--- config.mk ---
export PLATFORM = sky130hd
export DESIGN_NAME = hpi_bridge
export DESIGN_NICKNAME = d
export VERILOG_FILES = /design/src/rtl/hpi_pkg.sv /design/src/rtl/hpi_strobe_sync.sv /design/src/rtl/hpi_in_chan.sv /design/src/rtl/hpi_out_chan.sv /design/src/rtl/hpi_bridge.sv
export SDC_FILE = /design/constraint.sdc
export NUM_CORES = 1
export LEC_CHECK = 0
export CAP_MARGIN = 15
export CORE_UTILIZATION = 50
export DETAILED_ROUTE_END_ITERATION = 10
export PLACE_DENSITY = 0.76
export SYNTH_ARGS = -nofsm -noshare
export SYNTH_HDL_FRONTEND = slang
export SYNTH_HIERARCHICAL = 1
export SYNTH_SLANG_ARGS = --single-unit
--- constraint.sdc ---
create_clock -name clk -period 1.6 [get_ports clk]
set_input_delay 0.24 -clock clk [delete_from_list [all_inputs] [get_ports clk]]
set_output_delay 0.24 -clock clk [all_outputs]
set_load 0.02 [all_outputs]
--- src/rtl/hpi_pkg.sv ---
`timescale 1ns/1ps
package hpi_pkg;
    typedef enum logic [1:0] {IN_EMPTY, IN_HALF, IN_FULL} in_state_e;
    typedef enum logic {OUT_EMPTY, OUT_FULL} out_state_e;

    localparam int ST_IN_FULL  = 0;
    localparam int ST_OUT_FULL = 1;
    localparam int ST_IE_IN    = 2;
    localparam int ST_IE_OUT   = 3;

    localparam logic [1:0] PA_IN   = 2'd0;
    localparam logic [1:0] PA_OUT  = 2'd1;
    localparam logic [1:0] PA_STAT = 2'd2;

    localparam logic [1:0] HA_DATA_LO = 2'd0;
    localparam logic [1:0] HA_DATA_HI = 2'd1;
    localparam logic [1:0] HA_STAT_LO = 2'd2;
    localparam logic [1:0] HA_STAT_HI = 2'd3;
endpackage

--- src/rtl/hpi_strobe_sync.sv ---
`timescale 1ns/1ps
module hpi_strobe_sync #(
    parameter int STAGES = 2
) (
    input  logic clk,
    input  logic rst_n,
    input  logic active,
    output logic early,
    output logic done
);
    logic [STAGES:0] sr;

    always_ff @(posedge clk or negedge rst_n) begin
        if (!rst_n) sr <= '0;
        else        sr <= {sr[STAGES-1:0], active};
    end

    assign early = sr[0];
    assign done  = sr[STAGES] & ~sr[STAGES-1];

    // a release yields one completion pulse only
    a_r10_single_done: assert property (@(posedge clk) disable iff (!rst_n)
        done |=> !done);
endmodule

--- src/rtl/hpi_in_chan.sv ---
`timescale 1ns/1ps
module hpi_in_chan
    import hpi_pkg::*;
#(
    parameter int BW = 8,
    localparam int WW = 2 * BW
) (
    input  logic          clk,
    input  logic          rst_n,
    input  logic          wr_lo,
    input  logic          wr_hi,
    input  logic [BW-1:0] byte_in,
    input  logic          take,
    output logic [WW-1:0] word,
    output logic          full,
    output logic          set_pulse
);
    in_state_e     state, state_nx;
    logic [BW-1:0] lo_hold;

    always_ff @(posedge clk or negedge rst_n) begin
        if (!rst_n) state <= IN_EMPTY;
        else        state <= state_nx;
    end

    always_comb begin
        state_nx = state;
        unique case (state)
            IN_EMPTY: if (wr_hi) state_nx = IN_FULL;
                      else if (wr_lo) state_nx = IN_HALF;
            IN_HALF:  if (wr_hi) state_nx = IN_FULL;
            IN_FULL:  if (take) state_nx = IN_EMPTY;
            default:  state_nx = IN_EMPTY;
        endcase
    end

    always_ff @(posedge clk or negedge rst_n) begin
        if (!rst_n) begin
            lo_hold <= '0;
            word    <= '0;
        end else if (state != IN_FULL) begin
            if (wr_lo) lo_hold <= byte_in;
            if (wr_hi) word    <= {byte_in, lo_hold};
        end
    end

    assign full      = (state == IN_FULL);
    assign set_pulse = (state != IN_FULL) && wr_hi;

    // a held word survives anything but a processor read
    a_r4_word_frozen: assert property (@(posedge clk) disable iff (!rst_n)
        (full && !take) |=> (full && $stable(word)));
    // the full flag rises only after a high-byte write
    a_r2_full_after_hi: assert property (@(posedge clk) disable iff (!rst_n)
        $rose(full) |-> $past(wr_hi));
endmodule

--- src/rtl/hpi_out_chan.sv ---
`timescale 1ns/1ps
module hpi_out_chan
    import hpi_pkg::*;
#(
    parameter int BW = 8,
    localparam int WW = 2 * BW
) (
    input  logic          clk,
    input  logic          rst_n,
    input  logic          load,
    input  logic [WW-1:0] word_in,
    input  logic          rd_hi,
    output logic [WW-1:0] word,
    output logic          full,
    output logic          clr_pulse
);
    out_state_e state, state_nx;

    always_ff @(posedge clk or negedge rst_n) begin
        if (!rst_n) state <= OUT_EMPTY;
        else        state <= state_nx;
    end

    always_comb begin
        state_nx = state;
        unique case (state)
            OUT_EMPTY: if (load)  state_nx = OUT_FULL;
            OUT_FULL:  if (rd_hi) state_nx = OUT_EMPTY;
            default:   state_nx = OUT_EMPTY;
        endcase
    end

    always_ff @(posedge clk or negedge rst_n) begin
        if (!rst_n)                          word <= '0;
        else if (state == OUT_EMPTY && load) word <= word_in;
    end

    assign full      = (state == OUT_FULL);
    assign clr_pulse = (state == OUT_FULL) && rd_hi;

    // output-full drops only after a host high-byte read
    a_r5_clear_on_hi_read: assert property (@(posedge clk) disable iff (!rst_n)
        $fell(full) |-> $past(rd_hi));
    // a pending word cannot be overwritten
    a_r6_load_blocked: assert property (@(posedge clk) disable iff (!rst_n)
        (full && !rd_hi) |=> (full && $stable(word)));
endmodule

--- src/rtl/hpi_bridge.sv ---
`timescale 1ns/1ps
module hpi_bridge
    import hpi_pkg::*;
#(
    parameter int BW          = 8,
    parameter int SYNC_STAGES = 2,
    localparam int WW = 2 * BW
) (
    input  logic          clk,
    input  logic          rst_n,
    input  logic          h_cs_n,
    input  logic          h_rd_n,
    input  logic          h_wr_n,
    input  logic [1:0]    h_addr,
    input  logic [BW-1:0] h_din,
    output logic [BW-1:0] h_dout,
    output logic          h_doe,
    output logic          host_rdy,
    input  logic          p_rd,
    input  logic          p_wr,
    input  logic [1:0]    p_addr,
    input  logic [WW-1:0] p_wdata,
    output logic [WW-1:0] p_rdata,
    output logic          p_wait,
    output logic          p_irq
);
    logic          rd_early, rd_done, wr_early, wr_done;
    logic [1:0]    addr_q;
    logic [BW-1:0] din_q;
    logic          in_full, out_full, in_set, out_clr;
    logic [WW-1:0] in_word, out_word, status;
    logic          ie_in, ie_out;
    logic          rd_in_req, wr_out_req, take, load;
    logic          wr_lo, wr_hi, rd_hi;

    hpi_strobe_sync #(.STAGES(SYNC_STAGES)) u_rd_sync (
        .clk(clk), .rst_n(rst_n), .active(~h_cs_n & ~h_rd_n),
        .early(rd_early), .done(rd_done));

    hpi_strobe_sync #(.STAGES(SYNC_STAGES)) u_wr_sync (
        .clk(clk), .rst_n(rst_n), .active(~h_cs_n & ~h_wr_n),
        .early(wr_early), .done(wr_done));

    // capture address and data while a synchronized strobe is seen
    always_ff @(posedge clk or negedge rst_n) begin
        if (!rst_n) begin
            addr_q <= '0;
            din_q  <= '0;
        end else if (rd_early || wr_early) begin
            addr_q <= h_addr;
            din_q  <= h_din;
        end
    end

    assign wr_lo = wr_done && (addr_q == HA_DATA_LO);
    assign wr_hi = wr_done && (addr_q == HA_DATA_HI);
    assign rd_hi = rd_done && (addr_q == HA_DATA_HI);

    assign rd_in_req  = p_rd && (p_addr == PA_IN);
    assign wr_out_req = p_wr && !p_rd && (p_addr == PA_OUT);
    assign take       = rd_in_req && in_full;
    assign load       = wr_out_req && !out_full;
    assign p_wait     = (rd_in_req && !in_full) || (wr_out_req && out_full);

    hpi_in_chan #(.BW(BW)) u_in (
        .clk(clk), .rst_n(rst_n), .wr_lo(wr_lo), .wr_hi(wr_hi),
        .byte_in(din_q), .take(take), .word(in_word),
        .full(in_full), .set_pulse(in_set));

    hpi_out_chan #(.BW(BW)) u_out (
        .clk(clk), .rst_n(rst_n), .load(load), .word_in(p_wdata),
        .rd_hi(rd_hi), .word(out_word), .full(out_full),
        .clr_pulse(out_clr));

    always_ff @(posedge clk or negedge rst_n) begin
        if (!rst_n) begin
            ie_in  <= 1'b0;
            ie_out <= 1'b0;
            p_irq  <= 1'b0;
        end else begin
            p_irq <= (in_set && ie_in) || (out_clr && ie_out);
            if (p_wr && !p_rd && p_addr == PA_STAT) begin
                ie_in  <= p_wdata[ST_IE_IN];
                ie_out <= p_wdata[ST_IE_OUT];
            end
        end
    end

    always_comb begin
        status              = '0;
        status[ST_IN_FULL]  = in_full;
        status[ST_OUT_FULL] = out_full;
        status[ST_IE_IN]    = ie_in;
        status[ST_IE_OUT]   = ie_out;
    end

    always_comb begin
        unique case (p_addr)
            PA_IN:   p_rdata = in_word;
            PA_STAT: p_rdata = status;
            default: p_rdata = '0;
        endcase
    end

    always_comb begin
        unique case (h_addr)
            HA_DATA_LO: h_dout = out_word[BW-1:0];
            HA_DATA_HI: h_dout = out_word[WW-1:BW];
            HA_STAT_LO: h_dout = status[BW-1:0];
            default:    h_dout = status[WW-1:BW];
        endcase
    end

    assign h_doe    = ~h_cs_n & ~h_rd_n;
    assign host_rdy = ~in_full;

    // every pulse has an enabled handshake event behind it
    a_r8_irq_source: assert property (@(posedge clk) disable iff (!rst_n)
        p_irq |-> (($rose(in_full) && $past(ie_in)) ||
                   ($fell(out_full) && $past(ie_out))));
    // a stalled inbound read leaves input-full untouched
    a_r6_stall_keeps_empty: assert property (@(posedge clk) disable iff (!rst_n)
        (p_wait && rd_in_req && !wr_hi) |=> !in_full);
endmodule

After elaboration in Yosys (flattened, before gate mapping):

Cells that the tools add are included.
W data, S select, Z words.

* reductions and logical operators: 29
* equal/unequal tests: 11
* bitwise logic cells: 11
* muxes and demuxes: 10

Operator list (count)
* $pmux W16 S2: 1
* $pmux W8 S3: 1
* $logic_and A1 B1 Y1: 16
* $eq A2 B1 Y1 const B: 4
* $logic_not A2 Y1: 4
* $mux W2: 4
* $not A1 Y1: 7
* $eq A2 B2 Y1 const B: 3
* $pmux W2 S3: 1
* $and A1 B1 Y1: 4
* $ne A2 B1 Y1 const B: 2
* $reduce_and A2 Y1: 2
* $logic_not A1 Y1: 3
* $logic_or A1 B1 Y1: 3
* $ne A3 B1 Y1 const B: 1
* $reduce_and A3 Y1: 1
* $mux W1: 2
* $ne A2 B2 Y1 const B: 1
* $pmux W1 S2: 1

* output and inout bits: 28
* register bits: 62
* word-level logic and storage cells: 73

Logic depth before layout (Yosys ltp):

* depth after elaboration: 6
* depth in mapped cells: 7
* gate-level depth less buffers: 5

Hierarchy:

Netlist, hierarchy kept.

Modules (own cells, without submodules)
* hpi_in_chan: area an instance 1023.5 sq um, sequential area each 650.6 sq um, times used 1, cells each 60
* hpi_bridge: area an instance 889.6 sq um, sequential area each 325.3 sq um, times used 1, cells each 83
* hpi_out_chan: area an instance 689.4 sq um, sequential area each 425.4 sq um, times used 1, cells each 39
* hpi_strobe_sync: area an instance 88.8 sq um, sequential area each 75.1 sq um, times used 2, cells each 4

Least setup slack after synthesis:

OpenSTA, ideal clock, no wires.

* kind: flip-flop to output port
* start: reg u_in.state[1]
* end: out p_wait
* path slack: 0.070 ns
* data arrival time: 1.290 ns
* stages on the path, launching flop included: 5
* required time: 1.360 ns
* cell sequence: dfrtp_1 > nand2b_4 > inv_1 > or3b_1 > a21oi_1

* cells in the longest elaborated chain, start to end: 4

RTL lines
* start: declaration: line hpi_in_chan.sv:18 `in_state_e state, state_nx;`
* start signal: assignment: line hpi_in_chan.sv:23 `else state <= state_nx;`
* $eq A2 B2 Y1: line hpi_in_chan.sv:47 `assign full = (state == IN_FULL);`
* net in_full: line hpi_bridge.sv:30 `logic in_full, out_full, in_set, out_clr;`
* $logic_not A1 Y1: line hpi_bridge.sv:63 `assign p_wait = (rd_in_req && !in_full) || (wr_out_req && out_full);`
* $logic_and A1 B1 Y1: line hpi_bridge.sv:63
* $logic_or A1 B1 Y1: line hpi_bridge.sv:63
* end: declaration: line hpi_bridge.sv:24 `output logic p_wait,`

The timed path passes the listed nets, and every way through them passes these cells.

Worst setup path after layout:

* start: reg u_in.state[0]
* end: out p_wait

Same word-level chain as after synthesis.

==> results.cfg <==
[status]
violations = negative setup slack
outcome = complete, but fails checks

[die]
num_io_pins = 63
initial_core_util_pct = 53.08
die_w_um = 76.57
die_h_um = 76.57
coreArea_sq_um = 5238
row_count = 26
dieArea_sq_um = 5862

[sta]
rsz0062_at_grt = true
finalSetupTns_ns = -0.2220
skew_ns = 0.006452
whs_ns = 0.4321
period_needed_ns = 1.714
drv_slew = 0
slew_headroom_pct = 77.48
timing.final.crit_share_pct = 107.1
setup_viol = 3
clock.fmax_ghz = 0.5834
worst_slack_ns = -0.1141
hold_viol_final = 0
tightest_slew_ns = 0.3369

[synth]
synth-seq-cells = 62
synth_area_sq_um = 2780
synth.largest_area_cell = dfrtp_1
synthFlopType = dfrtp_1
yosysSeqAreaShare_pct = 55.81
synthDominantCellAreaShare_pct = 55.81
ys_warn_count = 6
synth.avg_cell_area_sq_um = 14.63
synth.most_common_cell = dfrtp_1
synth_nets = 225
synthArstFlopShare_pct = 100.0
synth_top_cells_by_count = dfrtp_1, mux2_2, mux2_4, nor2_1, and2_1
ys_top_cells_by_area = dfrtp_1, mux2_2, mux2_4
synth_edf_count = 0
synthCells = 190
yosysUniqueCellTypes = 29

[place]
io_buffers = 62
hpwl_um = 3464
gp_congestion = 0.7914
placed_area_sq_um = 3571

[route]
ant_nets = 0
firstDrtPassIters = 4
vias = 1774
routed_wl_um = 5421
vias_per_cell = 4.983
post_drt_wl_per_cell_um = 15.23
drc = 0
drt_iter0_drc = 68

[setup_path]
cp.arrival_ns = 1.47
r2r_end = u_in/word[3]
crit_type = reg2out
reg2regPathDepth = 6
r2r-start = u_in/state[0]
startpoint_type = register
worst_setup_path_end_kind = output port
reg2reg_slack_ns = 0
cp.required_ns = 1.36
crit_fanout = 2

[hold_path]
hp-start = u_rd_sync/sr[0]
holdPathStages = 0
hold_end = u_rd_sync/sr[1]
hp-class = reg2reg

[clock_tree]
numCtsBuffers = 9
worstSkewPairLatency_ns = 0.32
clk_pin_slew_ns = 0.06
cts_buffer_depth = 2
cts-htree-levels = 3
cts_tree = yes
clkSinkCount = 62
cts_root_buf = clkbuf_8

[power]
p_clk_share_pct = 21.8
p_comb_share_pct = 32.6
netSwitchingFraction_pct = 28.77
p_sw_mw = 1.545
internal_power_mw = 3.826
p_seq_share_pct = 45.6
p_leak_nw = 1.836
peakVddDrop_uv = 686.4
power_per_cell_area_nw_per_um2 = 1388

[cells_and_area]
drive_above_1_share_pct = 41.61
syn_to_final_growth_pct = 39.15
n_antenna_cell = 0
fin_nets = 317
postLayoutCellArea_sq_um = 3869
fillers = 356

[global_route]
grt_pass1_vias = 1775
antenna_found_initial = 0
grt_max_degree = 63
globalRouteTotalUtil_pct = 19.81
grt_pass1_wl_um = 8728
overflow = 0

[run]
max_cap_viol_count = 0
layout make-up:
class                           instances  area [sq um]  area share (%)
Sequential cell                        62          1554           40.17
Multi-Input combinational cell        116          1195           30.89
Timing Repair Buffer                   89         849.6           21.96
Clock buffer                           14         162.7           4.204
Tap cell                               70         87.58           2.264
Inverter                                4         15.01          0.3881
Clock inverter                          1         5.005          0.1294
registers in the layout, summed over array words and instances, names as in the netlist, 2 cells and up:
name,cells
u_in/lo_hold,8
din_q,8
u_wr_sync/sr,3
u_in/state,2
u_rd_sync/sr,3
u_in/word,16
u_out/word,16
addr_q,2
per-stage QoR:
step	setup slack (ns)	utilization [%]	cells	total power [mW]
6_report	-0.1141	73.87	356	5.371
5_1_grt	-0.1791	73.87	356	5.664
4_1_cts	-0.1250	72.26	351	5.308
3_5_place_dp	-0.4905	68.18	332	4.140
3_3_place_gp	-0.4758	68.18	332	4.075
2_1_floorplan	0.07011	-	190	3.447
worst max-delay path by stage:
stage	endpoint	slack, ns	start
global placement	p_wait	-0.48	p_addr[0]
floorplan	p_wait	0.07	u_in/state[1]
finish	p_wait	-0.11	u_in/state[0]
detailed placement	h_dout[3]	-0.49	h_addr[0]
CTS	p_wait	-0.13	u_in/state[1]
global route	p_wait	-0.18	u_in/state[0]
cells in the final DEF, fill, tap and decap left out, drive strengths merged:
cell type / count
nor2b: 4
o2bb2ai: 4
dfrtp: 62
a22o: 1
or3b: 1
and4bb: 1
dlygate4sd3: 1
nand3b: 1
clkdlybuf4s50: 30
inv: 4
mux2: 52
clkdlybuf4s15: 12
and3b: 2
a21oi: 1
clkbuf: 16
o22ai: 1
and2: 13
clkinv: 1
nor3b: 1
buf: 30
and3: 1
nor2: 15
nand2: 2
nor3: 2
mux2i: 12
nand2b: 1
dlygate4sd2: 14
nand4b: 1
critical path, cell delays in order (launching register included):
cell,delay (ns)
dfrtp_1,0.36
nand2b_4,0.14
inv_2,0.04
or3b_1,0.35
a21oi_2,0.12
buf_4,0.14
cells by family after synthesis:
| group | Yosys count | share of synthesized area, % |
|---|---|---|
| buf+inv | 12 | 3.240 |
| simple gates | 45 | 10.76 |
| mux | 64 | 28.22 |
| compound gates | 7 | 1.980 |
| flops | 62 | 55.81 |
routing by layer:
metal,GRT usage [%],share of wire (%)
met3,2.994,3.1
met1,27.53,47
met4,11.54,2.2
met2,29.55,48
met5,0,0
power groups by stage:
stage / clock [mW] / sequential [mW] / combinational, mW
CTS: 1.20 / 2.45 / 1.66
global placement: 0 / 2.44 / 1.63
floorplan: 0 / 2.36 / 1.09
finish: 1.17 / 2.45 / 1.75
global route: 1.27 / 2.52 / 1.87
detailed placement: 0 / 2.45 / 1.69
repair_timing:
item | CTS | global route
gates resized for setup | 73 | 12
buffers inserted | 2 | 4
pin swaps | 3 | 1
gates cloned | 1 | 1
endpoints found under the hold margin | 62 | 0
hold buffers | 1 | 0
setup endpoints to repair | 43 | 21
Power figures use the tool's default switching activity.
